$ cat src/rtl/pwrup_pkg.sv
package pwrup_pkg;
  typedef enum logic [2:0] {
    ST_IDLE,
    ST_CHECK,
    ST_PWR,
    ST_SET_CLK,
    ST_SET_UNCL
  } seq_state_e;
endpackage

$ cat src/rtl/pwrup_timer.sv
module pwrup_timer #(
  parameter int unsigned CNT_W = 8
) (
  input  logic             clk_i,
  input  logic             rst_ni,
  input  logic             load_i,
  input  logic [CNT_W-1:0] load_val_i,
  output logic             expired_o
);
  logic [CNT_W-1:0] cnt_q;

  always_ff @(posedge clk_i or negedge rst_ni) begin
    if (!rst_ni)            cnt_q <= '0;
    else if (load_i)        cnt_q <= load_val_i;
    else if (cnt_q != '0)   cnt_q <= cnt_q - 1'b1;
  end

  assign expired_o = (cnt_q == '0);
endmodule

$ cat src/rtl/pwrup_clamp_map.sv
module pwrup_clamp_map #(
  parameter int unsigned NUM_PARTS = 8,
  parameter int unsigned IDX_W     = 3,
  parameter int unsigned SWAP_A    = 3,
  parameter int unsigned SWAP_B    = 4
) (
  input  logic [IDX_W-1:0]     idx_i,
  output logic [NUM_PARTS-1:0] mask_o
);
  for (genvar g = 0; g < NUM_PARTS; g++) begin : g_bit
    // bit g is set by the partition that maps onto it
    localparam int unsigned SRC = (g == SWAP_A) ? SWAP_B :
                                  (g == SWAP_B) ? SWAP_A : g;
    assign mask_o[g] = (idx_i == IDX_W'(SRC));
  end
endmodule

$ cat src/rtl/pwrup_ctrl.sv
module pwrup_ctrl
  import pwrup_pkg::*;
#(
  parameter int unsigned IDX_W   = 3,
  parameter int unsigned CNT_W   = 8,
  parameter int unsigned SET_CYC = 10,
  parameter int unsigned TO_CYC  = 100
) (
  input  logic             clk_i,
  input  logic             rst_ni,
  input  logic             start_i,
  input  logic [IDX_W-1:0] part_idx_i,
  input  logic             stat_sel_i,
  input  logic             tmr_exp_i,
  output logic             tmr_load_o,
  output logic [CNT_W-1:0] tmr_val_o,
  output logic [IDX_W-1:0] idx_o,
  output logic             rst_o,
  output logic             tog_o,
  output logic             clk_en_o,
  output logic             uncl_o,
  output logic             done_o,
  output logic             err_o,
  output logic             busy_o
);
  localparam logic [CNT_W-1:0] SET_LD = CNT_W'(SET_CYC - 1);
  localparam logic [CNT_W-1:0] TO_LD  = CNT_W'(TO_CYC - 1);

  seq_state_e       state_q;
  logic [IDX_W-1:0] idx_q;
  logic             rst_q, tog_q, clk_q, uncl_q, done_q, err_q;

  always_comb begin
    tmr_load_o = 1'b0;
    tmr_val_o  = SET_LD;
    unique case (state_q)
      ST_CHECK: begin
        tmr_load_o = 1'b1;
        tmr_val_o  = stat_sel_i ? SET_LD : TO_LD;
      end
      ST_PWR:     tmr_load_o = stat_sel_i;
      ST_SET_CLK: tmr_load_o = tmr_exp_i;
      default:    tmr_load_o = 1'b0;
    endcase
  end

  always_ff @(posedge clk_i or negedge rst_ni) begin
    if (!rst_ni) begin
      state_q <= ST_IDLE;
      idx_q   <= '0;
      rst_q   <= 1'b0;
      tog_q   <= 1'b0;
      clk_q   <= 1'b0;
      uncl_q  <= 1'b0;
      done_q  <= 1'b0;
      err_q   <= 1'b0;
    end else begin
      tog_q  <= 1'b0;
      clk_q  <= 1'b0;
      uncl_q <= 1'b0;
      done_q <= 1'b0;
      err_q  <= 1'b0;
      unique case (state_q)
        ST_IDLE: if (start_i) begin
          idx_q   <= part_idx_i;
          rst_q   <= 1'b1;
          state_q <= ST_CHECK;
        end
        ST_CHECK: begin
          if (stat_sel_i) begin
            clk_q   <= 1'b1;
            state_q <= ST_SET_CLK;
          end else begin
            tog_q   <= 1'b1;
            state_q <= ST_PWR;
          end
        end
        ST_PWR: begin
          if (stat_sel_i) begin
            clk_q   <= 1'b1;
            state_q <= ST_SET_CLK;
          end else if (tmr_exp_i) begin
            err_q   <= 1'b1;  // reset stays asserted
            state_q <= ST_IDLE;
          end
        end
        ST_SET_CLK: if (tmr_exp_i) begin
          uncl_q  <= 1'b1;
          state_q <= ST_SET_UNCL;
        end
        ST_SET_UNCL: if (tmr_exp_i) begin
          rst_q   <= 1'b0;
          done_q  <= 1'b1;
          state_q <= ST_IDLE;
        end
        default: state_q <= ST_IDLE;
      endcase
    end
  end

  assign idx_o    = idx_q;
  assign rst_o    = rst_q;
  assign tog_o    = tog_q;
  assign clk_en_o = clk_q;
  assign uncl_o   = uncl_q;
  assign done_o   = done_q;
  assign err_o    = err_q;
  assign busy_o   = (state_q != ST_IDLE);
endmodule

$ cat src/rtl/part_pwrup_seq.sv
module part_pwrup_seq #(
  parameter int unsigned NUM_PARTS   = 8,
  parameter int unsigned CLK_FREQ_HZ = 250_000_000,
  parameter int unsigned SETTLE_US   = 10,
  parameter int unsigned TIMEOUT_US  = 25_000,
  parameter int unsigned SWAP_A      = 3,
  parameter int unsigned SWAP_B      = 4,
  localparam int unsigned IDX_W      = (NUM_PARTS > 1) ? $clog2(NUM_PARTS) : 1
) (
  input  logic                 clk_i,
  input  logic                 rst_ni,
  input  logic                 start_i,
  input  logic [IDX_W-1:0]     part_idx_i,
  input  logic [NUM_PARTS-1:0] part_stat_i,
  output logic [IDX_W-1:0]     part_o,
  output logic                 periph_rst_o,
  output logic                 toggle_req_o,
  output logic                 clk_en_o,
  output logic                 unclamp_req_o,
  output logic [NUM_PARTS-1:0] unclamp_mask_o,
  output logic                 busy_o,
  output logic                 done_o,
  output logic                 err_o
);
  localparam int unsigned CYC_PER_US = CLK_FREQ_HZ / 1_000_000;
  localparam int unsigned SET_RAW    = CYC_PER_US * SETTLE_US;
  localparam int unsigned TO_RAW     = CYC_PER_US * TIMEOUT_US;
  localparam int unsigned SET_CYC    = (SET_RAW > 0) ? SET_RAW : 1;
  localparam int unsigned TO_CYC     = (TO_RAW > 0) ? TO_RAW : 1;
  localparam int unsigned MAX_CYC    = (SET_CYC > TO_CYC) ? SET_CYC : TO_CYC;
  localparam int unsigned CNT_W      = $clog2(MAX_CYC + 1);

  logic             tmr_load, tmr_exp, stat_sel;
  logic [CNT_W-1:0] tmr_val;
  logic [IDX_W-1:0] idx;

  assign stat_sel = part_stat_i[idx];
  assign part_o   = idx;

  pwrup_ctrl #(
    .IDX_W(IDX_W), .CNT_W(CNT_W), .SET_CYC(SET_CYC), .TO_CYC(TO_CYC)
  ) u_ctrl (
    .clk_i      (clk_i),
    .rst_ni     (rst_ni),
    .start_i    (start_i),
    .part_idx_i (part_idx_i),
    .stat_sel_i (stat_sel),
    .tmr_exp_i  (tmr_exp),
    .tmr_load_o (tmr_load),
    .tmr_val_o  (tmr_val),
    .idx_o      (idx),
    .rst_o      (periph_rst_o),
    .tog_o      (toggle_req_o),
    .clk_en_o   (clk_en_o),
    .uncl_o     (unclamp_req_o),
    .done_o     (done_o),
    .err_o      (err_o),
    .busy_o     (busy_o)
  );

  pwrup_timer #(.CNT_W(CNT_W)) u_timer (
    .clk_i      (clk_i),
    .rst_ni     (rst_ni),
    .load_i     (tmr_load),
    .load_val_i (tmr_val),
    .expired_o  (tmr_exp)
  );

  pwrup_clamp_map #(
    .NUM_PARTS(NUM_PARTS), .IDX_W(IDX_W), .SWAP_A(SWAP_A), .SWAP_B(SWAP_B)
  ) u_map (
    .idx_i  (idx),
    .mask_o (unclamp_mask_o)
  );
endmodule

$ cat config.mk
export PLATFORM = sky130hd
export DESIGN_NAME = part_pwrup_seq
export DESIGN_NICKNAME = d
export VERILOG_FILES = /design/src/rtl/pwrup_pkg.sv /design/src/rtl/pwrup_timer.sv /design/src/rtl/pwrup_clamp_map.sv /design/src/rtl/pwrup_ctrl.sv /design/src/rtl/part_pwrup_seq.sv
export SDC_FILE = /design/constraint.sdc
export NUM_CORES = 1
export LEC_CHECK = 0
export ABC_AREA = 1
export BUFFER_PORTS_ARGS = -buffer_cell sky130_fd_sc_hd__buf_4
export CORE_MARGIN = 2
export CORE_UTILIZATION = 60
export CTS_BUF_LIST = sky130_fd_sc_hd__clkbuf_8 sky130_fd_sc_hd__clkbuf_16
export DETAILED_ROUTE_END_ITERATION = 10
export PLACE_DENSITY = 0.82
export SLEW_MARGIN = 0
export SYNTH_ARGS = -nofsm -noshare
export SYNTH_HDL_FRONTEND = slang
export SYNTH_HIERARCHICAL = 1
export SYNTH_SLANG_ARGS = --single-unit
$ cat constraint.sdc
create_clock -name clk_i -period 4.56 [get_ports clk_i]
set_input_delay 0.456 -clock clk_i [delete_from_list [all_inputs] [get_ports clk_i]]
set_output_delay 0.456 -clock clk_i [all_outputs]
set_load 0.03 [all_outputs]
==> flow_summary.json, run 1 <==
{
  "crit_fanout": 8,
  "finalCriticalPeriod_ns": 2.265,
  "worst_skew_pair.late_latency_ns": 0.29,
  "outcome": "completed",
  "dp_hpwl_mm": 3.590,
  "dr_total_vias": 2157,
  "core_um2": 4000,
  "drive_above_1_share_pct": 21.73,
  "yosysSeqAreaShare_pct": 34.97,
  "fp.dieW_um": 68.61,
  "finalCoreUtilization_pct": 68.06,
  "vdd_drop_max_uv": 185.9,
  "worstPathArrival_ns": 2.49,
  "cp_slowest_cell": "dfrtp_1",
  "finalSetupViolCount": 0,
  "ys_warn_count": 6,
  "grt_antenna_before_repair": 0,
  "most-common-layout-cells": "108 x nand2_1, 46 x inv_1, 40 x nor2_1",
  "grt_max_degree": 36,
  "wl_per_cell_um": 11.47,
  "crit_path_max_incr_delay_ns": 0.41,
  "cp_top_family": "simple AND/OR/NAND/NOR gates",
  "grt_pass1_wl_mm": 8.576,
  "layout.cells.most_common": "nand2_1",
  "maxSlewHeadroom_pct": 35.35,
  "placed_area_um2": 2641,
  "finalCritPeriodShare_pct": 49.67,
  "cts_resized": 0,
  "synth_top_flop_cell": "dfrtp_1",
  "synth.distinct_cells": 28,
  "drt_first_iter_violations": 130,
  "maxCapViolCount": 0,
  "dieArea_um2": 4707,
  "ctsHoldBuffers": 0,
  "synthArstFlopShare_pct": 100.0,
  "area_growth_pct": 8.691,
  "avgViaCountPerCell": 4.993,
  "path_buf_inv": 3,
  "grt_pass1_vias": 1996,
  "start_util_pct": 62.62,
  "synth_top_area_cell": "dfrtp_1",
  "cts_setup_buffers": 0,
  "grt_usage_pct": 24.40,
  "final-hold-violation-count": 0,
  "skew_ns": 0.007862,
  "p_leak_nw": 1.394,
  "path_class": "flop to flop",
  "synth_enable_flop_cells": 0,
  "synth-seq-cells": 35,
  "clk_path_buf_depth": 2,
  "detail-route-antenna-nets": 0,
  "fin_setup_tns_ns": 0,
  "rsz0062_at_grt": "false",
  "root_buffer": "clkbuf_8",
  "final_area_um2": 2723,
  "gp_congestion": 0.8264,
  "gr-total-overflow": 0,
  "synthesis.instances": 361,
  "place_inst": 424,
  "syn-cell-area_um2": 2505,
  "clkTransAtPathRegs_ns": 0.07,
  "required_ns": 4.79,
  "fillers": 340,
  "worst_pin_slew_ns": 0.9662,
  "endpoint_kind": "flop",
  "synth_area_leaders": "dfrtp_1 35%, nand2_1 16%, inv_1 6.6%, buf_4 6.3%, nor2_1 6.0%",
  "path_cells": "inv_1 > ha_1 > nand3_4 > nor2_4 > nand3_2 > inv_1 > nand2_1 > nand3_1 > inv_1 > nand4_2 > o21ai_0 > nor2_1",
  "cpMostUsedCell": "inv_1",
  "htreeDepth": 2,
  "drv_slew": 0,
  "antennaDiodeCount": 0,
  "syn_area_per_cell_um2": 6.939,
  "yosys.area.top_type_share_pct": 34.97,
  "regArea_um2": 875.8,
  "io_buffers": 31,
  "drc": 0,
  "fin_cells": 432,
  "crit_path_start_kind": "flop",
  "r2r_setup_slack_ns": 2.30,
  "numClockSinks": 35,
  "wl_mm": 4.953,
  "firstDrtPassIters": 4,
  "hold_path.class": "input port to async pin",
  "power.total_mw": 0.8566,
  "cts_buffers": 5,
  "cts_tree": "done",
  "power_density_nw_per_um2": 314.6,
  "rows": 23,
  "die_h_um": 68.61,
  "io_pins": 32,
  "multi_input_area_um2": 1272,
  "max_freq_mhz": 441.5,
  "final_net_count": 396
}
path summary, 6_finish.rpt:
check                                 start                 to  depth (start not counted)
setup / recovery           u_timer/cnt_q[0]  u_timer/cnt_q[10]                         12
hold reg to reg                u_ctrl/rst_o       u_ctrl/rst_o                          2
min in group clk_i            part_idx_i[1]    u_ctrl/idx_o[1]                          3
setup reg to reg           u_timer/cnt_q[0]  u_timer/cnt_q[10]                         12
max in group asynchronous            rst_ni    u_ctrl/idx_o[2]                          1
hold / removal                       rst_ni  u_timer/cnt_q[22]                          1
routing by layer:
metal | vias up | routed length [um] | global-route usage (%)
li1 | 1110 | - | -
met2 | 58 | 2311 | 42.31
met3 | 10 | 253 | 5.844
met4 | 0 | 105 | 10.25
met1 | 979 | 2283 | 28.69
met5 | - | 0 | 0
Yosys cell counts, drive strengths merged, types with 2 or more instances:
cell type and number:
buf 22, nand2 132, nand3 22, clkbuf 3, dfrtp 35, o21ai 13, a21oi 6, inv 50
conb 2, xnor2 5, nor2 51, xor2 7, nand4 9
kinds of logic (layout without fill, tap and decap cells):
logic type      count (synthesis)  in the layout  synth area share [%]
simple gates                  215            215                 40.51
buf+inv                        75             90                 15.14
flops                          35             35                 34.97
xor+xnor                       12             12                 4.196
compound gates                 21             21                 4.396
other cells                     2              8                0.2998
fa+ha+maj                       1              1                0.4994
stage by stage:
stage | setup WS (ns) | hold slack [ns]
floorplan | 2.385 | 0.1604
global placement | 2.378 | 0.4349
detailed placement | 2.364 | 0.4436
CTS | 2.332 | 0.1243
global route | 2.095 | 0.1410
finish | 2.295 | 0.09937
registers in the layout, indices dropped and copies added (netlist names):
name,count
u_timer/cnt_q,23
u_ctrl/idx_o,3
u_ctrl/state_q,3
u_ctrl/clk_en_o,1
u_ctrl/done_o,1
u_ctrl/err_o,1
u_ctrl/rst_o,1
u_ctrl/tog_o,1
u_ctrl/uncl_o,1
power breakdown:
part | switching [mW] | leakage, nW | internal, mW
sequential | 0.0558 | 0.396 | 0.356
combinational | 0.140 | 0.948 | 0.0896
clock | 0.112 | 0.0505 | 0.103
layout make-up:
type | instances | area share, %
Timing Repair Buffer | 32 | 8.824
Inverter | 50 | 6.985
Multi-Input combinational cell | 257 | 46.74
Sequential cell | 35 | 32.17
Clock inverter | 3 | 0.4596
Tap cell | 50 | 2.298
Clock buffer | 5 | 2.528
Power figures use the tool's default switching activity.
==> run 2: changes to the inputs <==
Settings changed: CORE_UTILIZATION 60 to 58, PLACE_DENSITY 0.82 to 0.8.
Clock period 4.56 ns to 2.1 ns, I/O delays scaled along.
==> run 2 against run 1 <==
Largest cell class unchanged. Non-clock buffer count increased by 5. Core utilization up 0.61 points. Clock power rose by 150%. First-iteration DRC count grew 23%. Worst setup slack lost 2.1 ns. Total power is 130% higher. Highest routed layer unchanged.
==> flow_summary.json, run 2 (synthesized netlist as in run 1, its figures left out) <==
{
  "power_density_nw_per_um2": 691.2,
  "r2r_setup_slack_ns": 0.19,
  "r2r-start": "u_timer/cnt_q[0]",
  "io_buffers": 31,
  "vdd_drop_max_uv": 503.9,
  "grt_max_degree": 36,
  "min-delay-start": "part_idx_i[2]",
  "path_class": "flop to flop",
  "grt_pass1_vias": 2141,
  "fp.dieW_um": 69.72,
  "fillers": 369,
  "dr_total_vias": 2160,
  "path_cells": "inv_1 > ha_2 > nand3_4 > nor2_4 > nand3_2 > inv_1 > nand2_1 > nand3_2 > buf_6 > nand2_1 > o21ai_0 > nand2_1 > o21ai_1",
  "final_net_count": 401,
  "core_um2": 4086,
  "area_growth_pct": 12.04,
  "root_buffer": "clkbuf_8",
  "fin_setup_tns_ns": 0,
  "wl_per_cell_um": 11.97,
  "avgViaCountPerCell": 4.943,
  "layout.cells.most_common": "nand2_1",
  "crit_path_start_kind": "flop",
  "worst_skew_pair.late_latency_ns": 0.29,
  "outcome": "completed",
  "rr_worst_depth": 13,
  "drv_slew": 0,
  "placed_area_um2": 2675,
  "numClockSinks": 35,
  "firstDrtPassIters": 4,
  "cts_buffers": 5,
  "cts_tree": "done",
  "gr-total-overflow": 0,
  "cpMostUsedCell": "nand2_1",
  "cp-startpoint": "u_timer/cnt_q[0]",
  "finalSetupViolCount": 0,
  "wl_mm": 5.229,
  "endpoint_kind": "flop",
  "hold_path.class": "input port to flop",
  "crit_fanout": 11,
  "die_h_um": 69.72,
  "top_register": "u_timer/cnt_q",
  "required_ns": 2.32,
  "dp_hpwl_mm": 3.938,
  "final-hold-violation-count": 0,
  "cp_slowest_cell": "dfrtp_1",
  "min_delay_worst_endpoint": "u_ctrl/idx_o[2]",
  "finalCritPeriodShare_pct": 91.18,
  "gp_congestion": 0.9164,
  "largest_reg_flops": 23,
  "r2r_end": "u_timer/cnt_q[0]",
  "detail-route-antenna-nets": 0,
  "io_pins": 32,
  "antennaDiodeCount": 0,
  "grt_antenna_before_repair": 0,
  "maxCapViolCount": 0,
  "holdPathStages": 3,
  "rsz0062_at_grt": "false",
  "finalCriticalPeriod_ns": 1.915,
  "skew_ns": 0.01002,
  "grt_pass1_wl_mm": 9.404,
  "rows": 23,
  "most-common-layout-cells": "108 x nand2_1, 43 x inv_1, 40 x nor2_1",
  "start_util_pct": 61.30,
  "grt_usage_pct": 23.84,
  "clkTransAtPathRegs_ns": 0.08,
  "drt_first_iter_violations": 160,
  "dieArea_um2": 4860,
  "clk_path_buf_depth": 2,
  "htreeDepth": 2,
  "final_area_um2": 2806,
  "crit_path_max_incr_delay_ns": 0.40,
  "max_freq_mhz": 522.3,
  "p_leak_nw": 1.439,
  "drc": 0,
  "drive_above_1_share_pct": 24.03,
  "worstPathArrival_ns": 2.13
}
## run 2: layer usage
layer	track usage [%]	up-vias	wire, um
li1	-	1124	-
met1	29.57	978	2375
met2	41.24	52	2561
met3	5.669	6	241
met4	7.051	0	51
met5	0	-	0
## run 2: layout make-up
cell class	instances	area, um2	area share, %
Clock inverter	2	16.27	0.5796
Timing Repair Buffer	37	284.0	10.12
Clock buffer	6	82.58	2.942
Multi-Input combinational cell	257	1289	45.92
Tap cell	50	62.56	2.229
Sequential cell	35	877.1	31.25
Inverter	50	195.2	6.955
## run 2: power by group
group | switching, mW | leakage (nW) | internal, mW | total [mW]
registers | 0.125 | 0.394 | 0.773 | 0.899
clock network | 0.259 | 0.0474 | 0.268 | 0.527
logic | 0.311 | 0.998 | 0.203 | 0.514
total | 0.695 | 1.44 | 1.24 | 1.94
## run 2: metrics by stage
stage | hold slack, ns | util [%] | power (mW) | worst slack (ns) | instances
2_1_floorplan | -0.08559 | - | 1.279 | 0.04377 | 367
3_5_place_dp | 0.1908 | 65.46 | 1.411 | 0.1101 | 428
5_1_grt | 0.1522 | 68.68 | 2.069 | 0.03462 | 437
6_report | 0.1560 | 68.68 | 1.940 | 0.1853 | 437
3_3_place_gp | 0.1900 | 65.46 | 1.400 | 0.2300 | 428
4_1_cts | 0.1476 | 68.13 | 1.952 | 0.08930 | 437
## run 2: worst max path at each step
stage,cells past startpoint,to,slack [ns]
floorplan,15,u_timer/cnt_q[17],0.04
global placement,13,u_timer/cnt_q[0],0.23
detailed placement,12,u_timer/cnt_q[10],0.11
CTS,12,u_timer/cnt_q[10],0.09
global route,12,u_timer/cnt_q[10],0.03
finish,13,u_timer/cnt_q[0],0.19
## run 2: critical path, delay by kind of cell (launching register included)
family,cells,cell delay [ns]
fa+ha+maj,1,0.22
flops,1,0.40
buf+inv,3,0.37
compound gates,2,0.15
simple gates,7,0.71
## run 2: repair_timing
action / CTS / global route
setup endpoints to repair: 0 / 10
hold buffers: 1 / 0
endpoints found under the hold margin: 35 / 0
gates resized for setup: 0 / 5
buffers inserted: 0 / 0
==> run 3: changes to the inputs <==
Settings changed: CORE_UTILIZATION 58 to 50, PLACE_DENSITY 0.8 to 0.7.
==> run 3 against run 2 <==
Total power decreased by 3.0%. Highest routed layer unchanged. Clock-buffer cell count unchanged. Clock skew decreased by 0.0035 ns. Sequential share of layout area about the same. Sequential power decreased by 0.8%.
==> flow_summary.json, run 3 (synthesized netlist as in run 1, its figures left out) <==
{
  "wl_per_cell_um": 10.91,
  "grt_pass1_vias": 1912,
  "grt_antenna_before_repair": 0,
  "final_area_um2": 2808,
  "gr-total-overflow": 0,
  "io_pins": 32,
  "crit_path_max_incr_delay_ns": 0.40,
  "fin_setup_tns_ns": 0,
  "vdd_drop_max_uv": 349.5,
  "cpMostUsedCell": "nand2_1",
  "endpoint_kind": "flop",
  "wl_mm": 4.944,
  "finalCritPeriodShare_pct": 93.30,
  "avgViaCountPerCell": 4.649,
  "required_ns": 2.27,
  "largest_reg_flops": 23,
  "firstDrtPassIters": 4,
  "gp_congestion": 0.8383,
  "power.total_mw": 1.881,
  "drc": 0,
  "most-common-layout-cells": "108 x nand2_1, 43 x inv_1, 40 x nor2_1",
  "maxCapViolCount": 0,
  "cts_buffers": 5,
  "io_buffers": 31,
  "grt_pass1_wl_mm": 8.542,
  "drt_first_iter_violations": 107,
  "rows": 25,
  "outcome": "completed",
  "core_um2": 4786,
  "grt_max_degree": 36,
  "finalCriticalPeriod_ns": 1.959,
  "cts_setup_buffers": 0,
  "whs_ns": 0.1661,
  "start_util_pct": 52.34,
  "power_density_nw_per_um2": 669.9,
  "dr_total_vias": 2106,
  "crit_fanout": 13,
  "grt_usage_pct": 20.02,
  "path_cells": "inv_1 > ha_2 > nand3_4 > nor2_4 > nand3_2 > inv_1 > nand2_1 > nand3_2 > inv_2 > nand2_4 > inv_4 > nand2_1 > nand2_1",
  "clkTransAtPathRegs_ns": 0.07,
  "post-place-ws_ns": 0.07430,
  "top_register": "u_timer/cnt_q",
  "worst_skew_pair.late_latency_ns": 0.28,
  "detail-route-antenna-nets": 0,
  "cts_tree": "done",
  "worstPathArrival_ns": 2.13,
  "crit_path_start_kind": "flop",
  "cp_slowest_cell": "dfrtp_1",
  "drv_slew": 0,
  "hold_path.class": "input port to flop",
  "area_growth_pct": 12.09,
  "numClockSinks": 35,
  "placed_area_um2": 2696,
  "path_class": "flop to flop",
  "finalSetupViolCount": 0,
  "die_h_um": 74.78,
  "layout.cells.most_common": "nand2_1",
  "rsz0062_at_grt": "false",
  "final_net_count": 401,
  "fp.dieW_um": 74.78,
  "clk_path_buf_depth": 2,
  "dieArea_um2": 5592,
  "final-hold-violation-count": 0,
  "htreeDepth": 2,
  "setup_slack_ns": 0.1406,
  "drive_above_1_share_pct": 23.83,
  "antennaDiodeCount": 0,
  "root_buffer": "clkbuf_8",
  "skew_ns": 0.006477,
  "p_leak_nw": 1.436,
  "dp_hpwl_mm": 3.834,
  "max_freq_mhz": 510.4
}
-- run 3: final cells by class --
class	instances	area, um2
inverter	50	190.2
clock buffer	6	82.58
timing repair buffer	37	280.3
tap	67	83.83
clock inverter	1	5.005
fill	453	1978
multi-input combinational	257	1289
sequential	35	877.1
-- run 3: repair_timing --
action / in CTS / in global routing
hold endpoints to repair: 35 / 0
setup endpoints to repair: 0 / 21
hold buffers: 1 / 0
resized for setup: 0 / 2
-- run 3: worst max-delay path, delay by kind of cell, from the launching register on --
family        cells  cell delay (ns)
simple gates      8             0.80
buf+inv           4             0.41
flops             1             0.40
fa+ha+maj         1             0.23
-- run 3: path summary, 6_finish.rpt --
kind                                  start                end  slack [ns]  cells after the start
min                           part_idx_i[0]    u_ctrl/idx_o[0]        0.17                      3
min in group asynchronous            rst_ni       u_ctrl/rst_o        0.41                      2
max                        u_timer/cnt_q[0]  u_timer/cnt_q[11]        0.14                     13
max in group asynchronous            rst_ni    u_ctrl/idx_o[0]        1.34                      2
min reg2reg                    u_ctrl/rst_o       u_ctrl/rst_o        0.50                      2
max reg2reg                u_timer/cnt_q[0]  u_timer/cnt_q[11]        0.14                     13
-- run 3: report_power, final --
part	internal [mW]	leakage (nW)	switching, mW
Sequential	0.774	0.394	0.118
Combinational	0.204	0.995	0.307
Clock	0.257	0.0470	0.221
Total	1.23	1.44	0.646
-- run 3: metal layers --
layer  track usage (%)  wire length [um]  vias up
met5                 0                 0        -
met4             6.548                64        0
met3             3.614               122        6
met2             31.07              2238       24
met1             28.41              2519      952
li1                  -                 -     1124
-- run 3: stage by stage --
stage / std cells / util [%]
after global routing: 453 / 58.67
after detailed placement: 445 / 56.34
final: 453 / 58.67
after floorplan: 367 / -
after CTS: 453 / 58.38
after global placement: 445 / 56.34
